`config.mk`:
```
export PLATFORM = sky130hd
export DESIGN_NAME = clk_rate_switch
export DESIGN_NICKNAME = d
export VERILOG_FILES = /design/src/rtl/rate_pkg.sv /design/src/rtl/rate_sync.sv /design/src/rtl/rate_port_latch.sv /design/src/rtl/rate_divider.sv /design/src/rtl/rate_clock_mux.sv /design/src/rtl/clk_rate_switch.sv
export SDC_FILE = /design/constraint.sdc
export NUM_CORES = 1
export LEC_CHECK = 0
export ABC_AREA = 0
export BUFFER_PORTS_ARGS = -buffer_cell sky130_fd_sc_hd__buf_4
export CORE_AREA = 3 3 40 42
export DETAILED_ROUTE_END_ITERATION = 8
export DIE_AREA = 0 0 43 45
export PLACE_DENSITY = 0.69
export SKIP_CTS_REPAIR_TIMING = 1
export SYNTH_ARGS = -nofsm -noshare
export SYNTH_HDL_FRONTEND = slang
export SYNTH_HIERARCHICAL = 1
export SYNTH_SLANG_ARGS = --single-unit
```
`constraint.sdc`:
```
create_clock -name osc_clk -period 0.8 [get_ports osc_clk]
set_clock_uncertainty 0.05 [all_clocks]
set_input_delay 0.08 -clock osc_clk [delete_from_list [all_inputs] [get_ports osc_clk]]
set_output_delay 0.08 -clock osc_clk [all_outputs]
set_load 0.01 [all_outputs]
```
`src/rtl/rate_pkg.sv`:
```
package rate_pkg;

  // Speed selection held by the control register
  typedef enum logic {
    RATE_BASE   = 1'b0,
    RATE_DOUBLE = 1'b1
  } rate_e;

endpackage

```
`src/rtl/rate_sync.sv`:
```
// Multi-stage synchroniser with asynchronous reset to a chosen level.
module rate_sync #(
  parameter int   STAGES  = 2,
  parameter logic RST_VAL = 1'b0
) (
  input  logic clk,
  input  logic rst_n,
  input  logic d,
  output logic q
);

  logic [STAGES-1:0] chain_q;
  logic [STAGES-1:0] chain_d;

  generate
    if (STAGES > 1) begin : g_multi
      always_comb chain_d = {chain_q[STAGES-2:0], d};
    end else begin : g_single
      always_comb chain_d = d;
    end
  endgenerate

  always_ff @(posedge clk or negedge rst_n) begin
    if (!rst_n) chain_q <= {STAGES{RST_VAL}};
    else        chain_q <= chain_d;
  end

  assign q = chain_q[STAGES-1];

endmodule

```
`src/rtl/rate_port_latch.sv`:
```
// Decodes the control port write and holds the speed selection.
module rate_port_latch
  import rate_pkg::*;
#(
  parameter int                ADDR_W    = 8,
  parameter int                DATA_W    = 8,
  parameter logic [ADDR_W-1:0] CTRL_PORT = 8'd85,
  parameter int                SEL_BIT   = 0,
  parameter int                STAGES    = 2
) (
  input  logic              clk,
  input  logic              rst_n,
  input  logic              boot_fast,
  input  logic              io_m,
  input  logic              io_wr_n,
  input  logic [ADDR_W-1:0] addr,
  input  logic [DATA_W-1:0] data,
  output rate_e             sel_q,
  output logic              wr_rise,
  output logic              port_hit,
  output logic              boot_done
);

  localparam logic [DATA_W-1:0] SEL_MASK = DATA_W'(1) << SEL_BIT;

  logic  wr_s;
  logic  wr_prev_q;
  logic  boot_d;
  rate_e sel_d;
  logic  data_sel;

  rate_sync #(.STAGES(STAGES), .RST_VAL(1'b1)) u_wr_sync (
    .clk   (clk),
    .rst_n (rst_n),
    .d     (io_wr_n),
    .q     (wr_s)
  );

  always_comb begin
    wr_rise  = wr_s & ~wr_prev_q;
    port_hit = io_m & (addr == CTRL_PORT);
    data_sel = |(data & SEL_MASK);
  end

  always_comb begin
    sel_d  = sel_q;
    boot_d = 1'b1;
    if (!boot_done) begin
      sel_d = boot_fast ? RATE_DOUBLE : RATE_BASE;
    end else if (wr_rise && port_hit) begin
      sel_d = data_sel ? RATE_DOUBLE : RATE_BASE;
    end
  end

  always_ff @(posedge clk or negedge rst_n) begin
    if (!rst_n) begin
      wr_prev_q <= 1'b1;
      boot_done <= 1'b0;
      sel_q     <= RATE_BASE;
    end else begin
      wr_prev_q <= wr_s;
      boot_done <= boot_d;
      sel_q     <= sel_d;
    end
  end

endmodule

```
`src/rtl/rate_divider.sv`:
```
// Free-running divider; two adjacent bits give clocks in a 2:1 ratio.
module rate_divider #(
  parameter int DIV_W = 2
) (
  input  logic clk,
  input  logic rst_n,
  output logic fast_ph,
  output logic slow_ph,
  output logic fast_nx,
  output logic slow_nx,
  output logic wrap_nx
);

  localparam int FAST_BIT = DIV_W - 2;
  localparam int SLOW_BIT = DIV_W - 1;

  logic [DIV_W-1:0] cnt_q;
  logic [DIV_W-1:0] cnt_d;

  always_comb begin
    cnt_d   = cnt_q + DIV_W'(1);
    wrap_nx = (cnt_d == '0);
    fast_nx = cnt_d[FAST_BIT];
    slow_nx = cnt_d[SLOW_BIT];
    fast_ph = cnt_q[FAST_BIT];
    slow_ph = cnt_q[SLOW_BIT];
  end

  always_ff @(posedge clk or negedge rst_n) begin
    if (!rst_n) cnt_q <= '0;
    else        cnt_q <= cnt_d;
  end

endmodule

```
`src/rtl/rate_clock_mux.sv`:
```
// Glitch-free selection: each source gate moves only at the common low
// point, and only once the other source gate is already off.
module rate_clock_mux (
  input  logic clk,
  input  logic rst_n,
  input  logic want_fast,
  input  logic fast_nx,
  input  logic slow_nx,
  input  logic wrap_nx,
  output logic cpu_clk,
  output logic gate_f,
  output logic gate_s
);

  logic gate_f_d;
  logic gate_s_d;
  logic clk_d;

  always_comb begin
    gate_f_d = gate_f;
    gate_s_d = gate_s;
    if (wrap_nx) begin
      gate_f_d = want_fast  & ~gate_s;
      gate_s_d = ~want_fast & ~gate_f;
    end
    clk_d = (fast_nx & gate_f_d) | (slow_nx & gate_s_d);
  end

  always_ff @(posedge clk or negedge rst_n) begin
    if (!rst_n) begin
      gate_f  <= 1'b0;
      gate_s  <= 1'b0;
      cpu_clk <= 1'b0;
    end else begin
      gate_f  <= gate_f_d;
      gate_s  <= gate_s_d;
      cpu_clk <= clk_d;
    end
  end

endmodule

```
`src/rtl/clk_rate_switch.sv`:
```
module clk_rate_switch
  import rate_pkg::*;
#(
  parameter int                ADDR_W      = 8,
  parameter int                DATA_W      = 8,
  parameter logic [ADDR_W-1:0] CTRL_PORT   = 8'd85,
  parameter int                SEL_BIT     = 0,
  parameter int                SYNC_STAGES = 2,
  parameter int                DIV_W       = 2
) (
  input  logic              osc_clk,
  input  logic              rst_n,
  input  logic              boot_fast,
  input  logic              slow_req_n,
  input  logic              io_m,
  input  logic              io_wr_n,
  input  logic [ADDR_W-1:0] addr,
  input  logic [DATA_W-1:0] data,
  output logic              cpu_clk,
  output logic              rate_fast
);

  logic  rst_sync_n;
  logic  slow_sync_n;
  rate_e latch_q;
  logic  wr_rise;
  logic  port_hit;
  logic  boot_done;
  logic  fast_ph;
  logic  slow_ph;
  logic  fast_nx;
  logic  slow_nx;
  logic  wrap_nx;
  logic  gate_f;
  logic  gate_s;
  logic  eff_fast;

  // Reset: asserted at once, released on the oscillator
  rate_sync #(.STAGES(SYNC_STAGES), .RST_VAL(1'b0)) u_rst_sync (
    .clk   (osc_clk),
    .rst_n (rst_n),
    .d     (1'b1),
    .q     (rst_sync_n)
  );

  rate_sync #(.STAGES(SYNC_STAGES), .RST_VAL(1'b1)) u_slow_sync (
    .clk   (osc_clk),
    .rst_n (rst_sync_n),
    .d     (slow_req_n),
    .q     (slow_sync_n)
  );

  rate_port_latch #(
    .ADDR_W    (ADDR_W),
    .DATA_W    (DATA_W),
    .CTRL_PORT (CTRL_PORT),
    .SEL_BIT   (SEL_BIT),
    .STAGES    (SYNC_STAGES)
  ) u_latch (
    .clk       (osc_clk),
    .rst_n     (rst_sync_n),
    .boot_fast (boot_fast),
    .io_m      (io_m),
    .io_wr_n   (io_wr_n),
    .addr      (addr),
    .data      (data),
    .sel_q     (latch_q),
    .wr_rise   (wr_rise),
    .port_hit  (port_hit),
    .boot_done (boot_done)
  );

  rate_divider #(.DIV_W(DIV_W)) u_div (
    .clk     (osc_clk),
    .rst_n   (rst_sync_n),
    .fast_ph (fast_ph),
    .slow_ph (slow_ph),
    .fast_nx (fast_nx),
    .slow_nx (slow_nx),
    .wrap_nx (wrap_nx)
  );

  always_comb eff_fast = slow_sync_n & (latch_q == RATE_DOUBLE);

  rate_clock_mux u_mux (
    .clk       (osc_clk),
    .rst_n     (rst_sync_n),
    .want_fast (eff_fast),
    .fast_nx   (fast_nx),
    .slow_nx   (slow_nx),
    .wrap_nx   (wrap_nx),
    .cpu_clk   (cpu_clk),
    .gate_f    (gate_f),
    .gate_s    (gate_s)
  );

  always_ff @(posedge osc_clk or negedge rst_sync_n) begin
    if (!rst_sync_n) rate_fast <= 1'b0;
    else             rate_fast <= eff_fast;
  end

endmodule

```
==> metrics.cfg, run 1 <==
[run_status]
status = finished with violations
violations = negative setup slack

[cts]
cts_root_buffer = clkbuf_4
numCtsBuffers = 3
tritoncts = yes
clk_transition_reported_paths_ns = 0.08
clockBufferDepth = 2
clk_latency_ns = 0.27
cts_sinks = 15
cts-htree-levels = 1

[route]
avgViaCountPerCell = 4.564
detailroute.via_count = 356
highest_layer = met3
drt_wl_total_um = 861
drt_iter0_markers = 0
wl_met3_um = 34
avgRoutedWirePerCell_um = 11.04
wl_met2_um = 481
drt_pass1_iterations = 1
drc_errors = 0
antenna_left = 0
route.layer.met1.wl_um = 345

[logic_synthesis]
syn_area_um2 = 561.8
ys_warn_count = 6
avgSynthCellArea_um2 = 15.61
syn_inst = 36
syn_nets = 59

[critical_path]
r2r-start = u_slow_sync/chain_q[1]$_DFF_PN1_
cp.required_ns = 0.91
worstSetupPathType = reg -> reg
critPathCaptureType = register
setup.worst_path.start = u_slow_sync/chain_q[1]$_DFF_PN1_
rr_worst_depth = 4
arrival_ns = 1.39
cp-start-kind = register
crit_path_max_fanout = 2

[global_routing]
grt_overflow_total = 0
grt_usage_pct = 10.93
grt_pass1_wl_um = 1511
grt_max_degree = 9
antenna_found_initial = 0
grt_pass1_vias = 386

[placement]
dpl.cell_count = 71
routabilityCongestion = 0.6038
port-buffer-count = 16
hpwl_um = 720.1
pre_cts_ws_ns = -0.4733

[sta]
fin_crit_sh_pct = 159.4
setup_violations = 8
max_freq_ghz = 0.7844
rsz0062_at_grt = true
drv_slew = 0
final.setup.worst_slack_ns = -0.4749
timing_hold_violations_final = 0
period_needed_ns = 1.275

[final_layout]
nets = 87
final_common_cell = buf_4
diodes = 0
layout_common_cells = 18 x buf_4, 10 x dfrtp_1, 5 x dfstp_2
area_growth_pct = 45.43
drive_above_1_share_pct = 63.49
layout.cells.non_filler = 78

[die]
core.rowCount = 13
dieArea_um2 = 1935
start_util_pct = 43.72
core_um2 = 1285
die_x_um = 43
io_pins = 24
dieHeight_um = 45

[power_and_ir_drop]
p_per_area_nw_per_um2 = 1688
ir_drop_uv = 1170
leakage_nw = 0.4024
total_power_w = 0.001379

[job]
maxCapViolations = 0

[min_path]
hp-class = reg -> async

## stage by stage
step           util, %  TNS [ns]  hold WS [ns]  cell area (µm²)
6_report         63.58    -1.643       0.04497            817.0
3_5_place_dp     58.03    -1.476       -0.1867            745.7
3_3_place_gp     58.03    -1.362       -0.1872            745.7
4_1_cts          60.08    -1.763       -0.4852            772.0
5_1_grt          63.58    -1.896       0.04981            817.0
2_1_floorplan        -    -1.149       -0.2656            576.8
## critical path, cell delays in order (launching register included)
cell and delay [ns]:
dfstp_2 0.53, and2_4 0.13, nor2_2 0.03, mux2_4 0.26, a22o_1 0.17
## registers in the layout, indices dropped and copies added, names as in the netlist
signal                     flops
u_mux/gate_s                   1
u_div/cnt_q                    2
u_latch/sel_q                  1
u_latch/u_wr_sync/chain_q      2
u_mux/cpu_clk                  1
u_latch/wr_prev_q              1
rate_fast                      1
u_rst_sync/chain_q             2
u_slow_sync/chain_q            2
u_mux/gate_f                   1
u_latch/boot_done              1
## cell type report
type	instances	area [µm²]
Fill cell	108	467.9
Clock buffer	4	26.28
Tap cell	15	18.77
Sequential cell	15	381.6
Multi-Input combinational cell	19	195.2
Timing Repair Buffer	23	187.7
Inverter	2	7.507
## final timing paths
| path | endpoint | slack (ns) |
|---|---|---|
| worst max-delay path | u_mux/cpu_clk$_DFF_PN0_ | -0.47 |
| worst min-delay path | u_latch/boot_done$_DFF_PN0_ | 0.04 |
| worst max register to register | u_mux/cpu_clk$_DFF_PN0_ | -0.47 |
| worst min register to register | u_latch/boot_done$_DFF_PN0_ | 0.04 |
| max in group asynchronous | u_mux/gate_f$_DFF_PN0_ | 0.29 |
| min in group osc_clk | u_latch/sel_q$_DFFE_PN0P_ | 0.07 |
## per-layer routing
layer  vias up  GRT usage (%)
met5         -              0
met1       173          10.91
li1        176              -
met3         0          3.586
met4         0          5.422
met2         7          20.36
## power breakdown
group          internal, W  switching, W  total, W  leakage [nW]
clock             0.000193      0.000203  0.000396        0.0150
sequential        0.000806     0.0000221  0.000828         0.178
combinational     0.000109     0.0000466  0.000156         0.209
Note: power is estimated with default switching activity, not from simulation.
==> inputs of run 2 (changes only) <==
clock period = 1.5 ns   (was 0.8 ns; I/O delays follow)
==> run 2 against run 1 <==
Compared with the run above:
- the run now ends clean
- fmax fell by 4.1%
- global-route usage rose by 0.35 points
- clock power down 46%
- wire length fell by 5.7%
- via count fell by 4.5%
- power down 47%
- register-to-register slack gained 0.65 ns
- sequential power decreased by 46%
- sequential cell count did not move
- die area unchanged
==> metrics.cfg, run 2 (synthesized netlist as in run 1, its figures left out) <==
[min_path]
hp-class = in -> reg

[final_layout]
area_growth_pct = 34.74
nets = 83  ; -4.6%
fin_util_pct = 58.91  ; -4.7 points
drive_above_1_share_pct = 52.54  ; -11 points
diodes = 0  ; unchanged
final_common_cell = buf_4
fillers = 108  ; unchanged
seqCellArea_um2 = 381.6  ; unchanged
multi_input_comb_area_um2 = 172.7  ; -12%
layout_common_cells = 16 x buf_4, 10 x dfrtp_1, 5 x dfstp_2

[global_routing]
grt_overflow_total = 0  ; unchanged
grt_max_degree = 14  ; +5
grt.met2_usage_pct = 14.67  ; -5.7 points
grt_usage_pct = 11.28  ; +0.35 points
antenna_found_initial = 0  ; unchanged
grt_pass1_wl_um = 1442  ; -4.6%
top_usage_layer = met2
grt_pass1_vias = 342  ; -11%
grt_use_met3_pct = 7.171  ; +3.6 points
gr-usage-met1_pct = 13.02  ; +2.1 points

[job]
maxCapViolations = 0  ; unchanged

[critical_path]
arrival_ns = 1.45  ; +0.06 ns
cpMaxStageDelayCell = dfstp_2
crit_path_max_fanout = 3  ; +1
critPathCaptureType = register
max_stage_delay_ns = 0.52  ; about the same
crit_buf_inv = 0  ; unchanged
cp.required_ns = 1.62  ; +0.71 ns
cp-start-kind = register
cp_cell_sequence = and2_1 -> nor2_1 -> mux2_4 -> a22o_1
worstSetupPathType = reg -> reg
crit_family = flip-flops

[cts]
numCtsBuffers = 3  ; unchanged
tritoncts = yes
clk_latency_ns = 0.27  ; about the same
cts-htree-levels = 1  ; unchanged
clk_transition_reported_paths_ns = 0.08  ; about the same
cts_root_buffer = clkbuf_4
clockBufferDepth = 2  ; unchanged
cts_sinks = 15  ; unchanged

[route]
drt_iter0_markers = 5  ; +5
drt_pass1_iterations = 4  ; +3
drt_wl_total_um = 812  ; -5.7%
avgViaCountPerCell = 4.595  ; +0.67%
drc_errors = 0  ; unchanged
detailroute.via_count = 340  ; -4.5%
avgRoutedWirePerCell_um = 10.97  ; -0.59%
antenna_left = 0  ; unchanged

[die]
start_util_pct = 43.72  ; unchanged
die_x_um = 43  ; unchanged
dieHeight_um = 45  ; unchanged
dieArea_um2 = 1935  ; unchanged
core_um2 = 1285  ; unchanged
io_pins = 24  ; unchanged
core.rowCount = 13  ; unchanged

[run_status]
status = finished, final reports clean

[sta]
setup_violations = 0  ; -8
setup_tns_ns = 0  ; +1.643 ns
timing_hold_violations_final = 0  ; unchanged
period_needed_ns = 1.330  ; +0.05474 ns
drv_slew = 0  ; unchanged
fin_crit_sh_pct = 88.64  ; -71 points
rsz0062_at_grt = false
max_freq_ghz = 0.7521  ; -4.1%

[power_and_ir_drop]
p_sw_share_pct = 19.82  ; +0.12 points
ir_drop_uv = 638.6  ; -45%
p_int_w = 0.0005808  ; -48%
p_seq_share_pct = 61.1  ; +1.1 points
leakage_nw = 0.3808  ; -5.4%
clkPwrFrac_pct = 29.6  ; +0.9 points
combPwrFrac_pct = 9.3  ; -2.0 points
p_per_area_nw_per_um2 = 956.9  ; -43%
p_switching_w = 0.0001436  ; -47%

[placement]
hpwl_um = 611.1  ; -15%
port-buffer-count = 16  ; unchanged
routabilityCongestion = 0.5905  ; -2.2%

-- run 2: cell count changes in the layout (fill, tap and decap cells not counted) --
cell     before  now
nor2_2        1    0
o21ai_0       0    1
buf_4        18   16
and2_1        0    1
nor2_1        1    2
and2b_2       2    1
o21ai_2       1    0
ha_1          0    1
and2_4        1    0
and2b_1       0    1
buf_6         2    0
ha_4          1    0
-- run 2: area by class of cell --
cell class,instances,share of cell area [%]
sequential,15,50.41
tap,15,2.479
clock buffer,4,3.471
inverter,2,0.9917
multi-input combinational,19,22.81
timing repair buffer,19,19.83
-- run 2: worst paths after layout --
kind | cells after the start | from | endpoint | slack (ns)
max | 4 | u_slow_sync/chain_q[1]$_DFF_PN1_ | u_mux/cpu_clk$_DFF_PN0_ | 0.17
min | 3 | boot_fast | u_latch/sel_q$_DFFE_PN0P_ | 0.12
max reg2reg | 4 | u_slow_sync/chain_q[1]$_DFF_PN1_ | u_mux/cpu_clk$_DFF_PN0_ | 0.17
min reg2reg | 0 | u_rst_sync/chain_q[1]$_DFF_PN0_ | u_div/cnt_q[0]$_DFF_PN0_ | 0.15
max in group asynchronous | 0 | u_rst_sync/chain_q[1]$_DFF_PN0_ | u_latch/u_wr_sync/chain_q[1]$_DFF_PN1_ | 0.90
min in group asynchronous | 2 | rst_n | u_rst_sync/chain_q[1]$_DFF_PN0_ | 0.13
-- run 2: routing by layer --
layer / up-vias / wire length (µm)
met5: - / 0
met1: 160 / 360
met3: 5 / 56
met4: 0 / 26
li1: 166 / -
met2: 9 / 368
-- run 2: power groups by stage --
stage	combinational, W	clock [W]	sequential (W)
2_1_floorplan	0.0000270	0	0.000448
3_3_place_gp	0.0000606	0	0.000451
3_5_place_dp	0.0000613	0	0.000451
4_1_cts	0.0000617	0.000231	0.000444
5_1_grt	0.0000737	0.000255	0.000448
6_report	0.0000673	0.000214	0.000443
-- run 2: tightest hold or removal path, cell delays in order --
cell and delay, ns:
buf_4 0.11, nor2_1 0.10, a211oi_2 0.05
-- run 2: through the flow --
step / instances / instance area (µm²) / hold WS [ns] / setup slack (ns) / power, W
2_1_floorplan: 36 / 561.8 / -0.1956 / 0.2446 / 0.0004755
3_3_place_gp: 67 / 700.7 / -0.1172 / 0.1930 / 0.0005112
3_5_place_dp: 67 / 700.7 / -0.1167 / 0.1831 / 0.0005127
4_1_cts: 71 / 726.9 / -0.4262 / 0.1652 / 0.0007365
5_1_grt: 74 / 757.0 / 0.1229 / 0.1160 / 0.0007766
6_report: 74 / 757.0 / 0.1195 / 0.1704 / 0.0007244
==> inputs of run 3 (changes only) <==
MAX_ROUTING_LAYER = met4   (was default)
PLACE_DENSITY = 0.81   (was 0.69)
SYNTH_HIERARCHICAL = default   (was 1)
==> run 3 against run 2 <==
Compared with the run above:
- non-clock buffer count unchanged
- fmax up 10%
- power up 0.46%
- largest power group unchanged
- combinational power down 8.6%
- wire length up 0.74%
- via count up 7.4%
- die area unchanged
- clock-buffer cell count down 1
- register-to-register slack better by 0.12 ns
- first-iteration DRC count down 60%
==> metrics.cfg, run 3 <==
[global_routing]
grt_overflow_total = 0  ; unchanged
grt_max_degree = 14  ; unchanged
grt_pass1_wl_um = 1393  ; -3.4%
grt_usage_pct = 10.81  ; -0.47 points
antenna_found_initial = 0  ; unchanged
grt_pass1_vias = 349  ; +2.0%

[critical_path]
cp.required_ns = 1.61  ; about the same
arrival_ns = 1.32  ; -0.13 ns
cp-start-kind = register
critPathCaptureType = register
max_stage_delay_ns = 0.41  ; -0.11 ns
worstSetupPathType = reg -> reg
crit_family = flip-flops
crit_buf_inv = 0  ; unchanged
cpMaxStageDelayCell = dfrtp_1
r2r-start = u_div.cnt_q[0]$_DFF_PN0_
cp_cell_sequence = ha_1 -> a221oi_1 -> a31oi_1
setup.worst_path.start = u_div.cnt_q[0]$_DFF_PN0_
crit_path_max_fanout = 3  ; unchanged

[logic_synthesis]
synthTopCellsByCount = 10 x dfrtp_1, 5 x dfstp_2, 3 x inv_1, 3 x nor2_1
synth_cell_type_count = 18
avgSynthCellArea_um2 = 14.47  ; -7.3%
synth-async-reset-ratio_pct = 100.0
ys_warn_count = 0  ; -6
ys_ff_latch = 15
synthTopCellsByArea = dfrtp_1 47%, dfstp_2 25%, mux2_2 4.2%
synth_ff_type = dfrtp_1
yosysTopAreaCell = dfrtp_1
synth_most_common_cell = dfrtp_1
yosys.area.top_type_share_pct = 46.73
syn_inst = 37  ; +2.8%
syn_area_um2 = 535.5  ; -4.7%
synth-edff-count = 0
yosysSeqAreaShare_pct = 71.26

[power_and_ir_drop]
clkPwrFrac_pct = 30.3  ; +0.7 points
p_sw_share_pct = 21.40  ; +1.6 points
combPwrFrac_pct = 8.5  ; -0.8 points
p_switching_w = 0.0001557  ; +8.4%
p_per_area_nw_per_um2 = 989.1  ; +3.4%
p_int_w = 0.0005720  ; -1.5%
leakage_nw = 0.3669  ; -3.7%
p_seq_share_pct = 61.3  ; +0.2 points
ir_drop_uv = 691.8  ; +8.3%
total_power_w = 0.0007277  ; +0.46%

[route]
detailroute.via_count = 365  ; +7.4%
antenna_left = 0  ; unchanged
drt_pass1_iterations = 2  ; -2
avgRoutedWirePerCell_um = 10.76  ; -1.9%
drc_errors = 0  ; unchanged
drt_wl_total_um = 818  ; +0.74%
avgViaCountPerCell = 4.803  ; +4.5%
drt_iter0_markers = 2  ; -3

[sta]
setup_violations = 0  ; unchanged
setup_tns_ns = 0  ; unchanged
period_needed_ns = 1.209  ; -0.1208 ns
final.setup.worst_slack_ns = 0.2912  ; +0.1208 ns
max_freq_ghz = 0.8272  ; +10%
rsz0062_at_grt = false
fin_crit_sh_pct = 80.59  ; -8.1 points
timing_hold_violations_final = 0  ; unchanged
drv_slew = 0  ; unchanged
fin_hold_ws_ns = 0.1347  ; +0.01525 ns

[cts]
numCtsBuffers = 3  ; unchanged
clk_latency_ns = 0.28  ; about the same
cts-htree-levels = 1  ; unchanged
cts_sinks = 15  ; unchanged
clk_transition_reported_paths_ns = 0.08  ; about the same
cts_root_buffer = clkbuf_4
tritoncts = yes
clockBufferDepth = 2  ; unchanged

[die]
io_pins = 24  ; unchanged
core_um2 = 1285  ; unchanged
start_util_pct = 41.67  ; -2.0 points
dieHeight_um = 45  ; unchanged
dieArea_um2 = 1935  ; unchanged
die_x_um = 43  ; unchanged
core.rowCount = 13  ; unchanged

[job]
maxCapViolations = 0  ; unchanged

[final_layout]
layout_common_cells = 16 x buf_4, 10 x dfrtp_1, 5 x dfstp_2
drive_above_1_share_pct = 45.90  ; -6.6 points
final_common_cell = buf_4
fillers = 113  ; +4.6%
area_growth_pct = 37.38
diodes = 0  ; unchanged
nets = 85  ; +2.4%

[run_status]
status = finished, final reports clean

[placement]
routabilityCongestion = 0.6264  ; +6.1%
pre_cts_ws_ns = 0.2916  ; +0.1085 ns
hpwl_um = 617  ; +0.97%
port-buffer-count = 16  ; unchanged

[min_path]
hp-class = in -> async

run 3: final timing paths:
check	to	slack [ns]	cells after the start
max	u_mux.cpu_clk$_DFF_PN0_	0.29	3
min	u_rst_sync.chain_q[1]$_DFF_PN0_	0.13	2
max reg2reg	u_mux.cpu_clk$_DFF_PN0_	0.29	3
min reg2reg	u_latch.sel_q$_DFFE_PN0P_	0.15	0
max in group asynchronous	u_slow_sync.chain_q[0]$_DFF_PN1_	0.90	0
min in group osc_clk	u_latch.sel_q$_DFFE_PN0P_	0.17	4
run 3: metrics by stage:
step / util, % / instance area [µm²] / std cells
final: 57.25 / 735.7 / 76
after global routing: 57.25 / 735.7 / 76
after CTS: 54.92 / 705.7 / 73
after detailed placement: 52.78 / 678.2 / 69
after global placement: 52.78 / 678.2 / 69
after floorplan: - / 539.3 / 38
run 3: worst register-to-register path, cell delays in order, from the launching register on:
cell and delay [ns]:
dfrtp_1 0.41, ha_1 0.33, a221oi_1 0.25, a31oi_1 0.06
run 3: power by group through the flow:
stage | logic (W) | clock network (W) | registers, W
floorplan | 0.0000207 | 0 | 0.000451
global placement | 0.0000542 | 0 | 0.000453
detailed placement | 0.0000558 | 0 | 0.000455
CTS | 0.0000560 | 0.000239 | 0.000447
global route | 0.0000684 | 0.000257 | 0.000450
finish | 0.0000615 | 0.000220 | 0.000446
run 3: area by class of cell:
type / instances / area (µm²) / share of cell area, %
sequential: 15 / 381.6 / 51.87
timing repair buffer: 19 / 150.1 / 20.41
multi-input combinational: 20 / 146.4 / 19.90
clock buffer: 3 / 22.52 / 3.061
tap: 15 / 18.77 / 2.551
inverter: 3 / 11.26 / 1.531
clock inverter: 1 / 5.005 / 0.6803
run 3: routing by layer:
metal / wire length (µm) / part of all wire, % / vias up / track usage (%)
met5: 0 / 0 / - / -
met4: 0 / 0 / 0 / 5.422
met3: 62 / 7.6 / 0 / 5.976
met2: 439 / 54 / 11 / 17.66
met1: 316 / 39 / 176 / 10.34
li1: - / - / 178 / -
run 3: cell families (layout without fill, tap and decap cells):
group,after synthesis,count (layout),synth area share (%)
flip-flops,15,15,71.26
AO/OA/AOI/OAI,5,5,7.244
adder cells (fa/ha/maj),1,1,2.336
other,1,2,0.7003
buffers and inverters,3,26,2.103
multiplexers,2,2,4.205
AND/OR/NAND/NOR,10,10,12.15
